**src/rtl/gpio_pad_pkg.sv**
```systemverilog
package gpio_pad_pkg;

    localparam int WORD_W = 32;
    localparam int BANK_W = 32;

    // Detection modes decoded from the three trigger bits {fall, rise, level}
    typedef enum logic [2:0] {
        TRIG_NONE,
        TRIG_RISE,
        TRIG_FALL,
        TRIG_BOTH,
        TRIG_HIGH,
        TRIG_LOW
    } trig_mode_e;

    function automatic trig_mode_e decode_trig(input logic [2:0] bits);
        trig_mode_e m;
        unique case (bits)
            3'b010:  m = TRIG_RISE;
            3'b100:  m = TRIG_FALL;
            3'b110:  m = TRIG_BOTH;
            3'b011:  m = TRIG_HIGH;
            3'b101:  m = TRIG_LOW;
            default: m = TRIG_NONE;
        endcase
        return m;
    endfunction

endpackage

```
**src/rtl/gpio_pad_sync.sv**
```systemverilog
module gpio_pad_sync #(
    parameter int W = 32
) (
    input  logic         clk,
    input  logic         rst_n,
    input  logic [W-1:0] din,
    output logic [W-1:0] dout
);
    logic [W-1:0] stage1_q;
    logic [W-1:0] stage2_q;

    always_ff @(posedge clk or negedge rst_n) begin
        if (!rst_n) begin
            stage1_q <= '0;
            stage2_q <= '0;
        end else begin
            stage1_q <= din;
            stage2_q <= stage1_q;
        end
    end

    assign dout = stage2_q;
endmodule

```
**src/rtl/gpio_trig_detect.sv**
```systemverilog
module gpio_trig_detect
    import gpio_pad_pkg::*;
(
    input  logic       clk,
    input  logic       rst_n,
    input  logic [2:0] trig_cfg,   // {fall, rise, level}
    input  logic       smp,        // synchronized pad sample
    output logic       hit
);
    logic       prev_q;
    trig_mode_e mode;

    always_ff @(posedge clk or negedge rst_n) begin
        if (!rst_n) prev_q <= 1'b0;
        else        prev_q <= smp;
    end

    always_comb begin
        mode = decode_trig(trig_cfg);
        unique case (mode)
            TRIG_RISE: hit = smp & ~prev_q;
            TRIG_FALL: hit = ~smp & prev_q;
            TRIG_BOTH: hit = smp ^ prev_q;
            TRIG_HIGH: hit = smp;
            TRIG_LOW:  hit = ~smp;
            default:   hit = 1'b0;
        endcase
    end

    // inactive encodings never raise a detection
    assert_none_quiet_R7: assert property (@(posedge clk) disable iff (!rst_n)
        (trig_cfg == 3'b000 || trig_cfg == 3'b001 || trig_cfg == 3'b111) |-> !hit);
    // an active level keeps detection asserted
    assert_level_high_R6: assert property (@(posedge clk) disable iff (!rst_n)
        (trig_cfg == 3'b011 && smp) |-> hit);
    assert_level_low_R6: assert property (@(posedge clk) disable iff (!rst_n)
        (trig_cfg == 3'b101 && !smp) |-> hit);
endmodule

```
**src/rtl/gpio_status_bank.sv**
```systemverilog
module gpio_status_bank #(
    parameter int W = 32
) (
    input  logic         clk,
    input  logic         rst_n,
    input  logic [W-1:0] set_bits,
    input  logic [W-1:0] clr_bits,
    output logic [W-1:0] status
);
    logic [W-1:0] status_q;

    always_ff @(posedge clk or negedge rst_n) begin
        if (!rst_n) status_q <= '0;
        else        status_q <= (status_q & ~clr_bits) | set_bits;
    end

    assign status = status_q;

    // a set in the same cycle as a clear leaves the bit set
    assert_set_wins_R9: assert property (@(posedge clk) disable iff (!rst_n)
        1'b1 |=> ((status_q & $past(set_bits)) == $past(set_bits)));
    // a bit only falls when a one was written to it
    assert_clear_needs_w1c_R8: assert property (@(posedge clk) disable iff (!rst_n)
        1'b1 |=> ((($past(status_q) & ~status_q) & ~$past(clr_bits)) == '0));
endmodule

```
**src/rtl/gpio_pad_ctrl.sv**
```systemverilog
module gpio_pad_ctrl
    import gpio_pad_pkg::*;
#(
    parameter int NUM_PADS    = 32,
    parameter int ADDR_W      = 12,
    parameter int STATUS_BASE = 32'h800
) (
    input  logic                clk,
    input  logic                rst_n,
    input  logic                bus_sel,
    input  logic                bus_we,
    input  logic [ADDR_W-1:0]   bus_addr,
    input  logic [WORD_W-1:0]   bus_wdata,
    output logic [WORD_W-1:0]   bus_rdata,
    input  logic [NUM_PADS-1:0] pad_in,
    output logic [NUM_PADS-1:0] pad_out,
    output logic [NUM_PADS-1:0] pad_oe,
    output logic                irq
);
    localparam int NBANK     = (NUM_PADS + BANK_W - 1) / BANK_W;
    localparam int STAT_BITS = NBANK * BANK_W;
    localparam int PAD_SPAN  = NUM_PADS * 16;
    localparam int PIDX_W    = ADDR_W - 4;

    logic [2:0]           trig_q [NUM_PADS];
    logic [2:0]           mux_q  [NUM_PADS];
    logic [2:0]           valw_q [NUM_PADS];   // {in_en_n, out_en_n, level}
    logic [NUM_PADS-1:0]  smp;
    logic [NUM_PADS-1:0]  hit;
    logic [STAT_BITS-1:0] set_all;
    logic [STAT_BITS-1:0] clr_all;
    logic [STAT_BITS-1:0] status_all;
    logic                 irq_q;

    logic [31:0]          addr_w;
    logic                 in_pads;
    logic                 wr_en;
    logic [PIDX_W-1:0]    pidx;
    logic [1:0]           wsel;

    assign addr_w  = 32'(bus_addr);
    assign in_pads = addr_w < PAD_SPAN;
    assign wr_en   = bus_sel & bus_we;
    assign pidx    = bus_addr[ADDR_W-1:4];
    assign wsel    = bus_addr[3:2];

    // Per-pad configuration and value words
    always_ff @(posedge clk or negedge rst_n) begin
        if (!rst_n) begin
            for (int i = 0; i < NUM_PADS; i++) begin
                trig_q[i] <= 3'b000;
                mux_q[i]  <= 3'b000;
                valw_q[i] <= 3'b110;
            end
        end else if (wr_en && in_pads) begin
            for (int i = 0; i < NUM_PADS; i++) begin
                if (pidx == PIDX_W'(i)) begin
                    if (wsel == 2'd0) begin
                        trig_q[i] <= bus_wdata[26:24];
                        mux_q[i]  <= bus_wdata[2:0];
                    end else if (wsel == 2'd2) begin
                        valw_q[i] <= bus_wdata[2:0];
                    end
                end
            end
        end
    end

    gpio_pad_sync #(.W(NUM_PADS)) u_sync (
        .clk  (clk),
        .rst_n(rst_n),
        .din  (pad_in),
        .dout (smp)
    );

    generate
        for (genvar g = 0; g < NUM_PADS; g++) begin : g_pad
            assign pad_out[g] = valw_q[g][0];
            assign pad_oe[g]  = ~valw_q[g][1];
            gpio_trig_detect u_det (
                .clk     (clk),
                .rst_n   (rst_n),
                .trig_cfg(trig_q[g]),
                .smp     (smp[g]),
                .hit     (hit[g])
            );
        end
    endgenerate

    assign set_all = STAT_BITS'(hit);

    always_comb begin
        clr_all = '0;
        for (int b = 0; b < NBANK; b++) begin
            if (wr_en && addr_w == 32'(STATUS_BASE + b * 4))
                clr_all[b*BANK_W +: BANK_W] = bus_wdata;
        end
    end

    generate
        for (genvar b = 0; b < NBANK; b++) begin : g_bank
            gpio_status_bank #(.W(BANK_W)) u_bank (
                .clk     (clk),
                .rst_n   (rst_n),
                .set_bits(set_all[b*BANK_W +: BANK_W]),
                .clr_bits(clr_all[b*BANK_W +: BANK_W]),
                .status  (status_all[b*BANK_W +: BANK_W])
            );
        end
    endgenerate

    // Read path: same-cycle data, zero for unmapped offsets
    always_comb begin
        bus_rdata = '0;
        if (bus_sel && !bus_we) begin
            if (in_pads) begin
                for (int i = 0; i < NUM_PADS; i++) begin
                    if (pidx == PIDX_W'(i)) begin
                        if (wsel == 2'd0)
                            bus_rdata = {5'b0, trig_q[i], 21'b0, mux_q[i]};
                        else if (wsel == 2'd2)
                            bus_rdata = {29'b0, valw_q[i][2:1], ~valw_q[i][2] & smp[i]};
                    end
                end
            end
            for (int b = 0; b < NBANK; b++) begin
                if (addr_w == 32'(STATUS_BASE + b * 4))
                    bus_rdata = status_all[b*BANK_W +: BANK_W];
            end
        end
    end

    always_ff @(posedge clk or negedge rst_n) begin
        if (!rst_n) irq_q <= 1'b0;
        else        irq_q <= |status_all;
    end

    assign irq = irq_q;

    // irq follows the status words one cycle later
    assert_irq_rise_R10: assert property (@(posedge clk) disable iff (!rst_n)
        (|status_all) |=> irq);
    assert_irq_fall_R10: assert property (@(posedge clk) disable iff (!rst_n)
        $fell(irq) |-> $past(status_all == '0));
endmodule

```
**config.mk**
```make
export PLATFORM = sky130hd
export DESIGN_NAME = gpio_pad_ctrl
export DESIGN_NICKNAME = d
export VERILOG_FILES = /design/src/rtl/gpio_pad_pkg.sv /design/src/rtl/gpio_pad_sync.sv /design/src/rtl/gpio_trig_detect.sv /design/src/rtl/gpio_status_bank.sv /design/src/rtl/gpio_pad_ctrl.sv
export SDC_FILE = /design/constraint.sdc
export NUM_CORES = 1
export LEC_CHECK = 0
export ABC_CLOCK_PERIOD_IN_PS = 5700
export BUFFER_PORTS_ARGS = -buffer_cell sky130_fd_sc_hd__buf_2
export CAP_MARGIN = 15
export CORE_UTILIZATION = 45
export DETAILED_ROUTE_END_ITERATION = 6
export GPL_ROUTABILITY_DRIVEN = 0
export HOLD_SLACK_MARGIN = 0.1
export PLACE_DENSITY = 0.6
export SYNTH_ARGS = -nofsm -noshare
export SYNTH_HDL_FRONTEND = slang
export SYNTH_SLANG_ARGS = --single-unit
```
**constraint.sdc**
```tcl
create_clock -name clk -period 5.7 [get_ports clk]
set_input_delay 1.71 -clock clk [delete_from_list [all_inputs] [get_ports clk]]
set_output_delay 1.71 -clock clk [all_outputs]
set_load 0.02 [all_outputs]
```
==> results of run 1 <==
[cell families (layout without fill, tap and decap cells)]
group,after synthesis,in the layout,share of synthesized area [%]
AOI/OAI and AO/OA,353,353,11.7
muxes,326,326,17.5
adders and majority gates,64,64,3.81
DFF,417,417,50.0
and+or+nand+nor,463,463,12.0
buffers and inverters,231,567,5.01
[layer usage]
layer	vias to the layer above	GRT usage, %
met5	-	0
met4	2	12.0
met3	147	6.79
met2	743	45.2
met1	8489	41.2
li1	7320	-
[final cells by class]
class	count	area share, %
well taps	600	2.94
flip-flops and latches	417	41.2
clock buffers	75	5.34
clock inverters	11	0.623
repair buffers	376	10.5
multi-input cells	1206	37.9
inverters	105	1.54
[cell usage in the layout, fill, tap and decap left out, types with 7 or more instances in the layout]
| cell | n |
|---|---|
| sky130_fd_sc_hd__inv_1 | 103 |
| sky130_fd_sc_hd__nor3_2 | 9 |
| sky130_fd_sc_hd__nand4_1 | 9 |
| sky130_fd_sc_hd__and3_1 | 38 |
| sky130_fd_sc_hd__dfrtp_1 | 353 |
| sky130_fd_sc_hd__nor2b_1 | 13 |
| sky130_fd_sc_hd__clkbuf_1 | 22 |
| sky130_fd_sc_hd__a21oi_1 | 45 |
| sky130_fd_sc_hd__nor3_4 | 7 |
| sky130_fd_sc_hd__buf_12 | 15 |
| sky130_fd_sc_hd__o21ai_0 | 73 |
| sky130_fd_sc_hd__mux2i_1 | 35 |
| sky130_fd_sc_hd__clkbuf_16 | 49 |
| sky130_fd_sc_hd__nor2_1 | 58 |
| sky130_fd_sc_hd__a22oi_1 | 22 |
| sky130_fd_sc_hd__nor3_1 | 42 |
| sky130_fd_sc_hd__a31oi_1 | 38 |
| sky130_fd_sc_hd__buf_4 | 177 |
| sky130_fd_sc_hd__a32o_1 | 26 |
| sky130_fd_sc_hd__nand2_1 | 133 |
| sky130_fd_sc_hd__ha_1 | 64 |
| sky130_fd_sc_hd__buf_6 | 17 |
| sky130_fd_sc_hd__a211oi_1 | 9 |
| sky130_fd_sc_hd__a32oi_1 | 13 |
| sky130_fd_sc_hd__dfstp_2 | 64 |
| sky130_fd_sc_hd__nand3b_1 | 31 |
| sky130_fd_sc_hd__o22ai_1 | 8 |
| sky130_fd_sc_hd__nand3_1 | 21 |
| sky130_fd_sc_hd__o211ai_1 | 34 |
| sky130_fd_sc_hd__buf_2 | 165 |
| sky130_fd_sc_hd__nor2_2 | 10 |
| sky130_fd_sc_hd__nor4_1 | 10 |
| sky130_fd_sc_hd__nand2b_1 | 40 |
| sky130_fd_sc_hd__mux2_2 | 287 |
[stage by stage]
| stage | setup WS (ns) | hold WS [ns] | cells | total power, mW | TNS, ns |
|---|---|---|---|---|---|
| after floorplan | 0.341 | 0.331 | 1854 | 3.25 | 0 |
| after global placement | -0.141 | 0.335 | 2692 | 3.49 | -0.461 |
| after detailed placement | -0.160 | 0.335 | 2692 | 3.50 | -0.540 |
| after CTS | -0.0965 | 0.347 | 2786 | 6.54 | -0.0965 |
| after global routing | -0.134 | 0.352 | 2790 | 6.72 | -0.446 |
| final | -0.0772 | 0.344 | 2790 | 6.50 | -0.116 |
[timing repair]
| item | 4_1_cts | 5_1_grt |
|---|---|---|
| resized for setup | 31 | 43 |
| buffers inserted | 7 | 5 |
| cloned | 1 | 0 |
| setup endpoints to repair | 6 | 6 |
| pin swaps | 17 | 25 |
[flip-flops by register name (all words and copies together), names as in the netlist]
signal / count
g_bank.u_bank.status: 32
valw_q: 64
g_pad.u_det.prev_q: 32
mux_q: 96
u_sync.dout: 32
trig_q: 96
pad_out: 32
irq: 1
u_sync.stage1_q: 32
[report_power, final]
group | internal, mW | switching [mW] | leakage, nW
clock | 1.82 | 1.21 | 0.743
sequential | 3.00 | 0.0379 | 5.33
combinational | 0.149 | 0.281 | 6.16
total | 4.97 | 1.53 | 12.2
[path summary, 6_finish.rpt]
kind / from / endpoint / slack [ns] / cells past startpoint
worst max-delay path: bus_addr[10] / bus_rdata[1] / -0.08 / 12
max in group asynchronous: rst_n / valw_q[77] / 3.39 / 2
min in group asynchronous: rst_n / pad_out[26] / 1.16 / 1
worst min register to register: u_sync.stage1_q[16] / u_sync.dout[16] / 0.34 / 0
worst max register to register: g_bank[0].u_bank.status[0] / irq / 3.46 / 3
worst min-delay path: u_sync.stage1_q[16] / u_sync.dout[16] / 0.34 / 0
==> run summary, run 1 <==
- complete, but fails checks — result of the run
- negative setup slack — failing checks
- 5.99 — mean number of vias per cell
- 1 — initial antenna violation count
- met5 — top sig layer
- 101% — Final period util
- 0 — count of warnings emitted by yosys
- 1854 — Gate Count Post-Synth
- 45800 sq um — floorplan core area
- 12.2 nW — cell leakage power
- 31.4 mm — metal2 WL
- 417 — clock sinks
- 3 — buffers from clock root to sink, at most
- 2296 — fin nets
- 78 — row count
- 255 nW/um^2 — areal power density over the cells
- 218 microns — die span in y
- 5 — buffers and inverters on the worst path
- 28.7% — headroom to the max-slew limit
- 0 — CTS Hold Bufs
- 2 — Clock H-tree levels
- 42.0% — share of the synthesized area in the top cell type
- 173 MHz — fmax
- 3.99 ns — Critical Path RT
- buf_6 > buf_6 > or4b_4 > buf_8 > nor3_4 > a211oi_2 > a221oi_2 > o221ai_2 > a31o_1 > a31oi_1 > buf_4 > buf_6 — Cell Chain, Critical Path
- sky130_fd_sc_hd__dfrtp_1 — primary flip-flop cell chosen by synthesis mapping
- 50.0% — proportion of synthesized chip area in sequential cells
- done — TritonCTS clock tree
- sky130_fd_sc_hd__or4b_4 — Max stage delay cell, worst path
- 9660 sq um — area used by multi-input combinational logic
- 10500 sq um — Sequential Area
- sky130_fd_sc_hd__buf_6 — cell repeated most along the worst path
- 6 — iteration count of the initial detailed-routing pass
- 25500 sq um — cell area after layout
- sky130_fd_sc_hd__dfrtp_1 — top-count cell post-synth
- 4 — final count of negative-setup-slack endpoints
- 0 — Final Max Tran Viols
- compound AO/OA/AOI/OAI gates — category of cells accounting for the largest share of critical-path delay
- 105 mm — first-pass GRT wire length
- input port — critical path startpoint category
- 30.1 mm — total routed wire length on the met1 layer
- 11.3 sq um — average cell area after synthesis
- 23600 sq um — Placement Cell Area
- 0.59 ns — clock latency of the later-clocked register in the worst-skew pair
- 1998 — total nets after synthesis
- 5 — critical-path maximum fanout
- 0 — remaining antenna violation count after routing
- 5.78 ns — clock period minus final worst setup slack
- 1.06 ns — slew at the pin with the worst max-slew slack
- 81 — Yosys cell types
- 55.8% — utilization after layout
- 0 — number of enable flip-flop cells after synthesis
- 25.1 microns — average wire per standard cell
- 0.55 ns — Slowest Stage Delay on Critical Path
- 0 — number of violations of the max-capacitance limit
- 45.9% — starting density of the core
- 46 — number of buffers added by the clock tree synthesis step
- 0.06 ns — register clock-pin slew on the reported worst setup and hold paths
- 100% — Async S/R FF share, synth
- 177 — total I/O pin count
- 0 — Final Hold Fails
- 4.07 ns — arrival time at the worst endpoint
- 105 — pin count of the biggest net entering global routing
- sky130_fd_sc_hd__dfrtp_1 (42%), sky130_fd_sc_hd__mux2_2 (15%), sky130_fd_sc_hd__dfstp_2 (8.0%) — dominant cells by area after synthesis
- sky130_fd_sc_hd__dfrtp_1 (353), sky130_fd_sc_hd__mux2_2 (287), sky130_fd_sc_hd__nand2_1 (134) — leading cell types by count after synthesis
- 16701 — vias after detailed routing
- primary output — kind of capture point of the worst setup path
- 16601 — vias in the first global route
- 176 — number of port buffers
- flip-flop to flip-flop — class of the most critical hold timing path
- 0.246 mV — Max rail drop VDD
- 3933 — fill cell total of the finished layout
- -0.0772 ns — worst setup slack after layout
- 5.84 mm — routed wire length on met3
- 29.8% — global-route usage over all layers
- 39.4% — share of post-route cells with drive strength above 1
- 51.8 mm — HPWL reported at the end of detailed placement
- 21000 sq um — Cell Area, Synth
- 0.0162 ns — clk_skew
- 70.1 mm — Final Routed Wirelength
- 0 — final routed DRC violation total
- 417 — FF+latch count, synth
- sky130_fd_sc_hd__clkbuf_16 — Root Buffer Master
- 0 — Overflow after GRT
- 47600 sq um — die outline area
- 0 — number of antenna diodes
- sky130_fd_sc_hd__dfrtp_1 — leading area contributor after synthesis
- true — RSZ-0062 raised after global routing
- 218 microns — die width
- input port to primary output — start-to-end type of the worst setup path
- 21.4% — Area growth, synth to finish
- 1719 — number of DRC markers after the initial detailed-route iteration
Note: power is estimated with default switching activity, not from simulation.
==> inputs of run 2 (changes only) <==
--- a/config.mk
+++ b/config.mk
@@ -5,7 +5,8 @@
 export SDC_FILE = /design/constraint.sdc
 export NUM_CORES = 1
 export LEC_CHECK = 0
-export ABC_CLOCK_PERIOD_IN_PS = 5700
+export ABC_AREA = 1
+export ABC_CLOCK_PERIOD_IN_PS = 7200
 export BUFFER_PORTS_ARGS = -buffer_cell sky130_fd_sc_hd__buf_2
 export CAP_MARGIN = 15
 export CORE_UTILIZATION = 45
==> constraint.sdc (replaced) <==
create_clock -name clk -period 7.2 [get_ports clk]
set_input_delay 2.16 -clock clk [delete_from_list [all_inputs] [get_ports clk]]
set_output_delay 2.16 -clock clk [all_outputs]
set_load 0.02 [all_outputs]
==> run 2 against run 1 <==
The run still ends with negative setup slack left. Power shrank 22%. Sequential cell count is the same. Register-to-register slack gained 1.7 ns. Via count grew 7.6%. Die area shrank 2.5%. Combinational power shrank 37%. Final area shrank 3.6%. First-iteration DRC count shrank 4.1%. Count of clock-buffer cells in the layout shrank 4. Critical path type unchanged. Largest cell class unchanged. Highest routed layer unchanged.
==> run summary, run 2 <==
- true — RSZ-0062 raised after global routing
- done — TritonCTS clock tree
- 176 — number of port buffers, unchanged
- 0 — final routed DRC violation total, unchanged
- 0 — worst hold stages, unchanged
- flip-flop to flip-flop — class of the most critical hold timing path
- 62.7 mm — Final Routed Wirelength, -11%
- 20.0% — Area growth, synth to finish
- sky130_fd_sc_hd__nand2_1 — top-count cell post-synth
- 177 — total I/O pin count, unchanged
- 0 — number of violations of the max-capacitance limit, unchanged
- 43.1% — share of the synthesized area in the top cell type, +1.1 points
- sky130_fd_sc_hd__nand2_1 (675), sky130_fd_sc_hd__o21ai_0 (412), sky130_fd_sc_hd__dfrtp_1 (353) — leading cell types by count after synthesis
- 11.1 nW — cell leakage power, -9.1%
- input port — critical path startpoint category
- 3 — buffers and inverters on the worst path, -2
- 125 — pin count of the biggest net entering global routing, +19%
- sky130_fd_sc_hd__dfrtp_1 — primary flip-flop cell chosen by synthesis mapping
- negative setup slack — failing checks
- 417 — clock sinks, unchanged
- 46400 sq um — die outline area, -2.5%
- 27.3% — global-route usage over all layers, -2.5 points
- 117% — Final period util
- sky130_fd_sc_hd__nand2_1 — cell repeated most along the worst path
- 55.1% — utilization after layout, -0.61 points
- 119 MHz — fmax
- 0.06 ns — register clock-pin slew on the reported worst setup and hold paths, about the same
- 0 — number of enable flip-flop cells after synthesis, unchanged
- 3277 — cell count after placement, +22%
- 52 — Yosys cell types, -36%
- 2 — initial antenna violation count, +1
- -1.22 ns — worst setup slack after layout, -1.14 ns
- mux_q x96, trig_q x96, valw_q x64 — registers with the most flip-flops
- 0 — Final Max Tran Viols, unchanged
- 207 nW/um^2 — areal power density over the cells, -19%
- 51.3% — proportion of synthesized chip area in sequential cells, +1.3 points
- 17831 — vias in the first global route, +7.4%
- 98.9 mm — first-pass GRT wire length, -6.0%
- 6 — final count of negative-setup-slack endpoints, +2
- 417 — FF+latch count, synth, unchanged
- 0.343 ns — WHS, -0.000544 ns
- 17973 — vias after detailed routing, +7.6%
- sky130_fd_sc_hd__dfrtp_1 — leading area contributor after synthesis
- 8.20 sq um — average cell area after synthesis, -28%
- sky130_fd_sc_hd__clkbuf_16 — Root Buffer Master
- 3 — R2R depth, unchanged
- 0.58 ns — clock latency of the later-clocked register in the worst-skew pair, about the same
- 8.42 ns — clock period minus final worst setup slack
- 7 — critical-path maximum fanout, +2
- 2500 — Gate Count Post-Synth, +35%
- 5.17 ns — setup slack of the most critical reg-to-reg path, +1.71 ns
- 2 — Clock H-tree levels, unchanged
- 0.990 ns — slew at the pin with the worst max-slew slack, -0.0696 ns
- 3 — buffers from clock root to sink, at most, unchanged
- u_sync.dout[7] — end point of the most critical hold path
- 20500 sq um — Cell Area, Synth, -2.5%
- 100% — Async S/R FF share, synth, unchanged
- 0 — Overflow after GRT, unchanged
- 5.34 — mean number of vias per cell, -11%
- 0 — remaining antenna violation count after routing, unchanged
- sky130_fd_sc_hd__nand2_1 (661), sky130_fd_sc_hd__o21ai_0 (400), sky130_fd_sc_hd__dfrtp_1 (353) — most used cells in the layout excluding fill and tap cells
- 18.6 microns — average wire per standard cell, -26%
- 1649 — number of DRC markers after the initial detailed-route iteration, -4.1%
- 77 — row count, -1.3%
- 215 microns — die span in y, -1.3%
- 5.04 ns — Critical Path RT, +1.05 ns
- 43.8 mm — HPWL reported at the end of detailed placement, -15%
- irq — destination of the worst register-to-register timing path
- sky130_fd_sc_hd__nor2_4 — Max stage delay cell, worst path
- 2883 — fin nets, +26%
- 0 — Final Hold Fails, unchanged
- 5.09 mW — Overall Power, -22%
- 45.9% — starting density of the core, about the same
- 4102 — fill cell total of the finished layout, +4.3%
- 5 — iteration count of the initial detailed-routing pass, -1
- 215 microns — die width, -1.3%
- 33.8% — headroom to the max-slew limit, +5.1 points
- sky130_fd_sc_hd__nand2_1 — most frequent standard cell in the layout excluding fill and tap cells
- complete, but fails checks — result of the run
- 44600 sq um — floorplan core area, -2.5%
- g_bank[0].u_bank.status[15] — worst r2r src
- 20.9% — share of post-route cells with drive strength above 1, -18 points
- 0 — count of warnings emitted by yosys, unchanged
- u_sync.stage1_q[7] — Hold Path Origin
- 0.0151 ns — clk_skew, -0.00112 ns
- 3368 — final instance count without filler cells, +21%
- primary output — kind of capture point of the worst setup path
- 46 — number of buffers added by the clock tree synthesis step, unchanged
- input port to primary output — start-to-end type of the worst setup path
- 0.19 ns — Slowest Stage Delay on Critical Path, -0.36 ns
- 0.157 mV — Max rail drop VDD, -36%
- 0 — number of antenna diodes, unchanged
- sky130_fd_sc_hd__dfrtp_1 (43%), sky130_fd_sc_hd__nand2_1 (12%), sky130_fd_sc_hd__o21ai_0 (10%) — dominant cells by area after synthesis
- 6.26 ns — arrival time at the worst endpoint, +2.19 ns
- 2644 — total nets after synthesis, +32%
- simple AND/OR/NAND/NOR gates — category of cells accounting for the largest share of critical-path delay
## run 2: cell types whose count changed after synthesis, moves of 27 or more
cell,delta
sky130_fd_sc_hd__clkbuf_1,+31
sky130_fd_sc_hd__nand3b_1,-31
sky130_fd_sc_hd__nand2b_1,-40
sky130_fd_sc_hd__a31oi_1,-32
sky130_fd_sc_hd__inv_1,+169
sky130_fd_sc_hd__nand2_1,+541
sky130_fd_sc_hd__and3_1,-41
sky130_fd_sc_hd__nor3_1,-27
sky130_fd_sc_hd__mux2i_1,-35
sky130_fd_sc_hd__nand3_1,+48
sky130_fd_sc_hd__nor2_1,+103
sky130_fd_sc_hd__mux2_2,-286
sky130_fd_sc_hd__a22oi_1,-27
sky130_fd_sc_hd__o21ai_0,+336
## run 2: final cells by class
type / instances / area (sq um) / area share (%)
tap: 592 / 741 / 3.01
clock inverter: 14 / 155 / 0.631
timing repair buffer: 322 / 2140 / 8.70
inverter: 291 / 1090 / 4.44
sequential: 417 / 10500 / 42.7
multi-input combinational: 1661 / 8560 / 34.8
clock buffer: 71 / 1400 / 5.68
## run 2: where the power goes
part	switching [mW]	internal (mW)	total [mW]	leakage [nW]
registers	0.0237	2.38	2.40	5.24
logic	0.191	0.0802	0.271	5.10
clock network	0.976	1.44	2.42	0.768
## run 2: per-layer routing
layer  vias to the layer above  global-route usage (%)  share of wire (%)
met5                         -                       0              0.043
met3                       120                    4.67                6.3
met1                      8697                    37.7                 45
li1                       8625                       -                  -
met2                       527                    43.9                 46
met4                         4                    8.35                2.8
## run 2: metrics by stage
stage / setup TNS, ns / setup WS, ns / cell area [sq um]
2_1_floorplan: -0.483 / -0.190 / 20500
3_3_place_gp: -7.50 / -1.32 / 22600
3_5_place_dp: -7.85 / -1.41 / 22600
4_1_cts: -6.53 / -1.16 / 24500
5_1_grt: -8.81 / -1.70 / 24600
6_report: -6.45 / -1.22 / 24600
## run 2: logic make-up after synthesis
| family | share of synthesized area (%) |
|---|---|
| mux | 0.0550 |
| compound gates | 17.0 |
| fa+ha+maj | 3.91 |
| simple gates | 19.3 |
| flops | 51.3 |
| buf+inv | 8.43 |
## run 2: worst max path at each step
| stage | to | start | depth (start not counted) | slack, ns |
|---|---|---|---|---|
| 3_3_place_gp | bus_rdata[2] | bus_addr[9] | 57 | -1.32 |
| 6_report | bus_rdata[2] | bus_addr[10] | 58 | -1.22 |
| 2_1_floorplan | bus_rdata[2] | bus_addr[9] | 55 | -0.19 |
| 5_1_grt | bus_rdata[1] | bus_addr[2] | 62 | -1.70 |
| 4_1_cts | bus_rdata[2] | bus_addr[10] | 58 | -1.16 |
| 3_5_place_dp | bus_rdata[25] | bus_addr[4] | 30 | -1.41 |
## run 2: what timing repair did
action,4_1_cts,5_1_grt
pin swaps,18,10
endpoints found under the hold margin,0,0
endpoints found under the setup margin,6,6
resized for setup,76,36
hold buffers,0,0
buffers inserted,6,0
==> inputs of run 3 (changes only) <==
--- a/config.mk
+++ b/config.mk
@@ -6,14 +6,14 @@
 export NUM_CORES = 1
 export LEC_CHECK = 0
 export ABC_AREA = 1
-export ABC_CLOCK_PERIOD_IN_PS = 7200
+export ABC_CLOCK_PERIOD_IN_PS = 7120
 export BUFFER_PORTS_ARGS = -buffer_cell sky130_fd_sc_hd__buf_2
 export CAP_MARGIN = 15
 export CORE_UTILIZATION = 45
 export DETAILED_ROUTE_END_ITERATION = 6
 export GPL_ROUTABILITY_DRIVEN = 0
 export HOLD_SLACK_MARGIN = 0.1
-export PLACE_DENSITY = 0.6
+export PLACE_DENSITY = 0.62
 export SYNTH_ARGS = -nofsm -noshare
 export SYNTH_HDL_FRONTEND = slang
 export SYNTH_SLANG_ARGS = --single-unit
==> constraint.sdc (replaced) <==
create_clock -name clk -period 7.12 [get_ports clk]
set_input_delay 2.136 -clock clk [delete_from_list [all_inputs] [get_ports clk]]
set_output_delay 2.136 -clock clk [all_outputs]
set_load 0.02 [all_outputs]
==> run 3 against run 2 <==
Routed wire length is 0.74% higher. The run still ends with negative setup slack left. Via count up 1.5%. Worst hold slack better by 0.00052 ns. Sequential cell count stayed put. Register-to-register slack got worse by 0.18 ns.
==> run summary, run 3 (same netlist as run 2, synthesis figures left out) <==
- flip-flop to flip-flop — class of the most critical hold timing path
- -1.28 ns — worst setup slack after layout, -0.0619 ns
- 7 — iteration count of the initial detailed-routing pass, +2
- 118% — Final period util
- sky130_fd_sc_hd__nand2_1 — most frequent standard cell in the layout excluding fill and tap cells
- compound AO/OA/AOI/OAI gates — category of cells accounting for the largest share of critical-path delay
- 45.9% — starting density of the core, unchanged
- 3 — buffers from clock root to sink, at most, unchanged
- negative setup slack — failing checks
- 0.59 ns — clock latency of the later-clocked register in the worst-skew pair, about the same
- 0 — Overflow after GRT, unchanged
- 3276 — cell count after placement, -0.031%
- 177 — total I/O pin count, unchanged
- input port — critical path startpoint category
- 0 — final routed DRC violation total, unchanged
- sky130_fd_sc_hd__clkbuf_16 — Root Buffer Master
- 6.26 ns — arrival time at the worst endpoint, about the same
- 1 — initial antenna violation count, -1
- 215 microns — die width, unchanged
- 22.9% — switch share, -0.45 points
- primary output — kind of capture point of the worst setup path
- 6 — final count of negative-setup-slack endpoints, unchanged
- 0.152 mV — Max rail drop VDD, -3.4%
- 0.06 ns — register clock-pin slew on the reported worst setup and hold paths, about the same
- 18242 — vias after detailed routing, +1.5%
- 1.22 mW — Switch Pwr, +2.8%
- 0 — Final Hold Fails, unchanged
- 4.99 ns — setup slack of the most critical reg-to-reg path, -0.18 ns
- 77 — row count, unchanged
- 0 — number of violations of the max-capacitance limit, unchanged
- 0 — remaining antenna violation count after routing, unchanged
- -7.33 ns — aggregate negative setup slack, -0.883 ns
- sky130_fd_sc_hd__buf_4 — Max stage delay cell, worst path
- input port to primary output — start-to-end type of the worst setup path
- 22600 sq um — Placement Cell Area, about the same
- 97.9 mm — first-pass GRT wire length, -1.0%
- 21.0% — Area growth, synth to finish
- 215 microns — die span in y, unchanged
- 20.9% — share of post-route cells with drive strength above 1, about the same
- sky130_fd_sc_hd__o21ai_1 — cell repeated most along the worst path
- 0 — CTS Hold Bufs, unchanged
- 8.40 ns — clock period minus final worst setup slack
- 4.98 ns — Critical Path RT, -0.06 ns
- 46400 sq um — die outline area, unchanged
- 417 — clock sinks, unchanged
- 46 — number of buffers added by the clock tree synthesis step, unchanged
- 0.00985 ns — clk_skew, -0.00523 ns
- 3 — R2R depth, unchanged
- 35.0% — headroom to the max-slew limit, +1.2 points
- 0 — worst hold stages, unchanged
- 7 — critical-path maximum fanout, unchanged
- 0.344 ns — WHS, +0.000519 ns
- 36 — WP depth, -38%
- 4053 — fill cell total of the finished layout, -1.2%
- 24800 sq um — cell area after layout, +0.76%
- sky130_fd_sc_hd__nand2_1 (664), sky130_fd_sc_hd__o21ai_0 (399), sky130_fd_sc_hd__dfrtp_1 (353) — most used cells in the layout excluding fill and tap cells
- mux_q x96, trig_q x96, valw_q x64 — registers with the most flip-flops
- 1676 — number of DRC markers after the initial detailed-route iteration, +1.6%
- 119 MHz — fmax
- 0.19 ns — Slowest Stage Delay on Critical Path, about the same
- 5.2% — combinational fraction of design power, about the same
- 49.3% — fraction of power consumed by the clock network, +1.8 points
- 3379 — final instance count without filler cells, +0.33%
- 44600 sq um — floorplan core area, unchanged
- 45.5% — relative contribution of sequential cells to total power, -1.7 points
- 215 nW/um^2 — areal power density over the cells, +4.1%
- 17528 — vias in the first global route, -1.7%
- done — TritonCTS clock tree
- complete, but fails checks — result of the run
- 4.11 mW — internal power, +5.5%
- 43.6 mm — HPWL reported at the end of detailed placement, -0.46%
- 11.2 nW — cell leakage power, +0.74%
- 63.2 mm — Final Routed Wirelength, +0.74%
- true — RSZ-0062 raised after global routing
- 4 — buffers and inverters on the worst path, +1
- 0.975 ns — slew at the pin with the worst max-slew slack, -0.0155 ns
- 5.40 — mean number of vias per cell, +1.2%
- 18.7 microns — average wire per standard cell, +0.41%
- 2 — Clock H-tree levels, unchanged
- 2892 — fin nets, +0.31%
- -1.44 ns — post-placement worst setup slack, -0.0318 ns
- 27.1% — global-route usage over all layers, -0.17 points
- 130 — pin count of the biggest net entering global routing, +4.0%
- 0 — Final Max Tran Viols, unchanged
- 176 — number of port buffers, unchanged
run 3: path summary, 6_finish.rpt:
| path | startpoint | to |
|---|---|---|
| max | bus_addr[9] | bus_rdata[26] |
| min | u_sync.stage1_q[11] | u_sync.dout[11] |
| max reg2reg | g_bank[0].u_bank.status[15] | irq |
| min reg2reg | u_sync.stage1_q[11] | u_sync.dout[11] |
| max in group asynchronous | rst_n | mux_q[73] |
| min in group asynchronous | rst_n | g_bank[0].u_bank.status[5] |
run 3: through the flow:
stage,power (mW),util [%]
2_1_floorplan,2.57,-
3_3_place_gp,2.73,50.7
3_5_place_dp,2.73,50.7
4_1_cts,5.38,55.2
5_1_grt,5.49,55.6
6_report,5.34,55.6
run 3: power by group through the flow:
| stage | Combinational, mW | Sequential, mW | Clock (mW) |
|---|---|---|---|
| after floorplan | 0.108 | 2.46 | 0 |
| after global placement | 0.259 | 2.47 | 0 |
| after detailed placement | 0.266 | 2.47 | 0 |
| after CTS | 0.279 | 2.43 | 2.67 |
| after global routing | 0.309 | 2.43 | 2.75 |
| final | 0.280 | 2.43 | 2.63 |
run 3: final cells by class:
class                      instances  area (sq um)  share of cell area [%]
multi-input combinational       1661          8520                    34.4
inverter                         291          1090                    4.42
sequential                       417         10500                    42.4
clock buffer                      69          1410                    5.69
clock inverter                    17           273                    1.10
timing repair buffer             331          2230                    8.99
tap                              592           741                    2.99
antenna                            1          2.50                  0.0101
run 3: timing repair:
item,4_1_cts,5_1_grt
resized for setup,71,35
setup buffers,10,6
pin swaps,36,25
setup endpoints to repair,6,6
run 3: layer usage:
layer | share of wire, % | vias up | track usage, %
met3 | 7.5 | 142 | 5.61
li1 | - | 8656 | -
met4 | 3.5 | 0 | 9.69
met5 | 0 | - | 0
met1 | 44 | 8783 | 37.4
met2 | 45 | 661 | 42.3
run 3: worst register-to-register path, stage by stage (launching register included):
cell                      delay, ns
sky130_fd_sc_hd__dfrtp_1       0.42
sky130_fd_sc_hd__nor4_1        0.83
sky130_fd_sc_hd__nand4_1       0.37
sky130_fd_sc_hd__or2_2         0.40
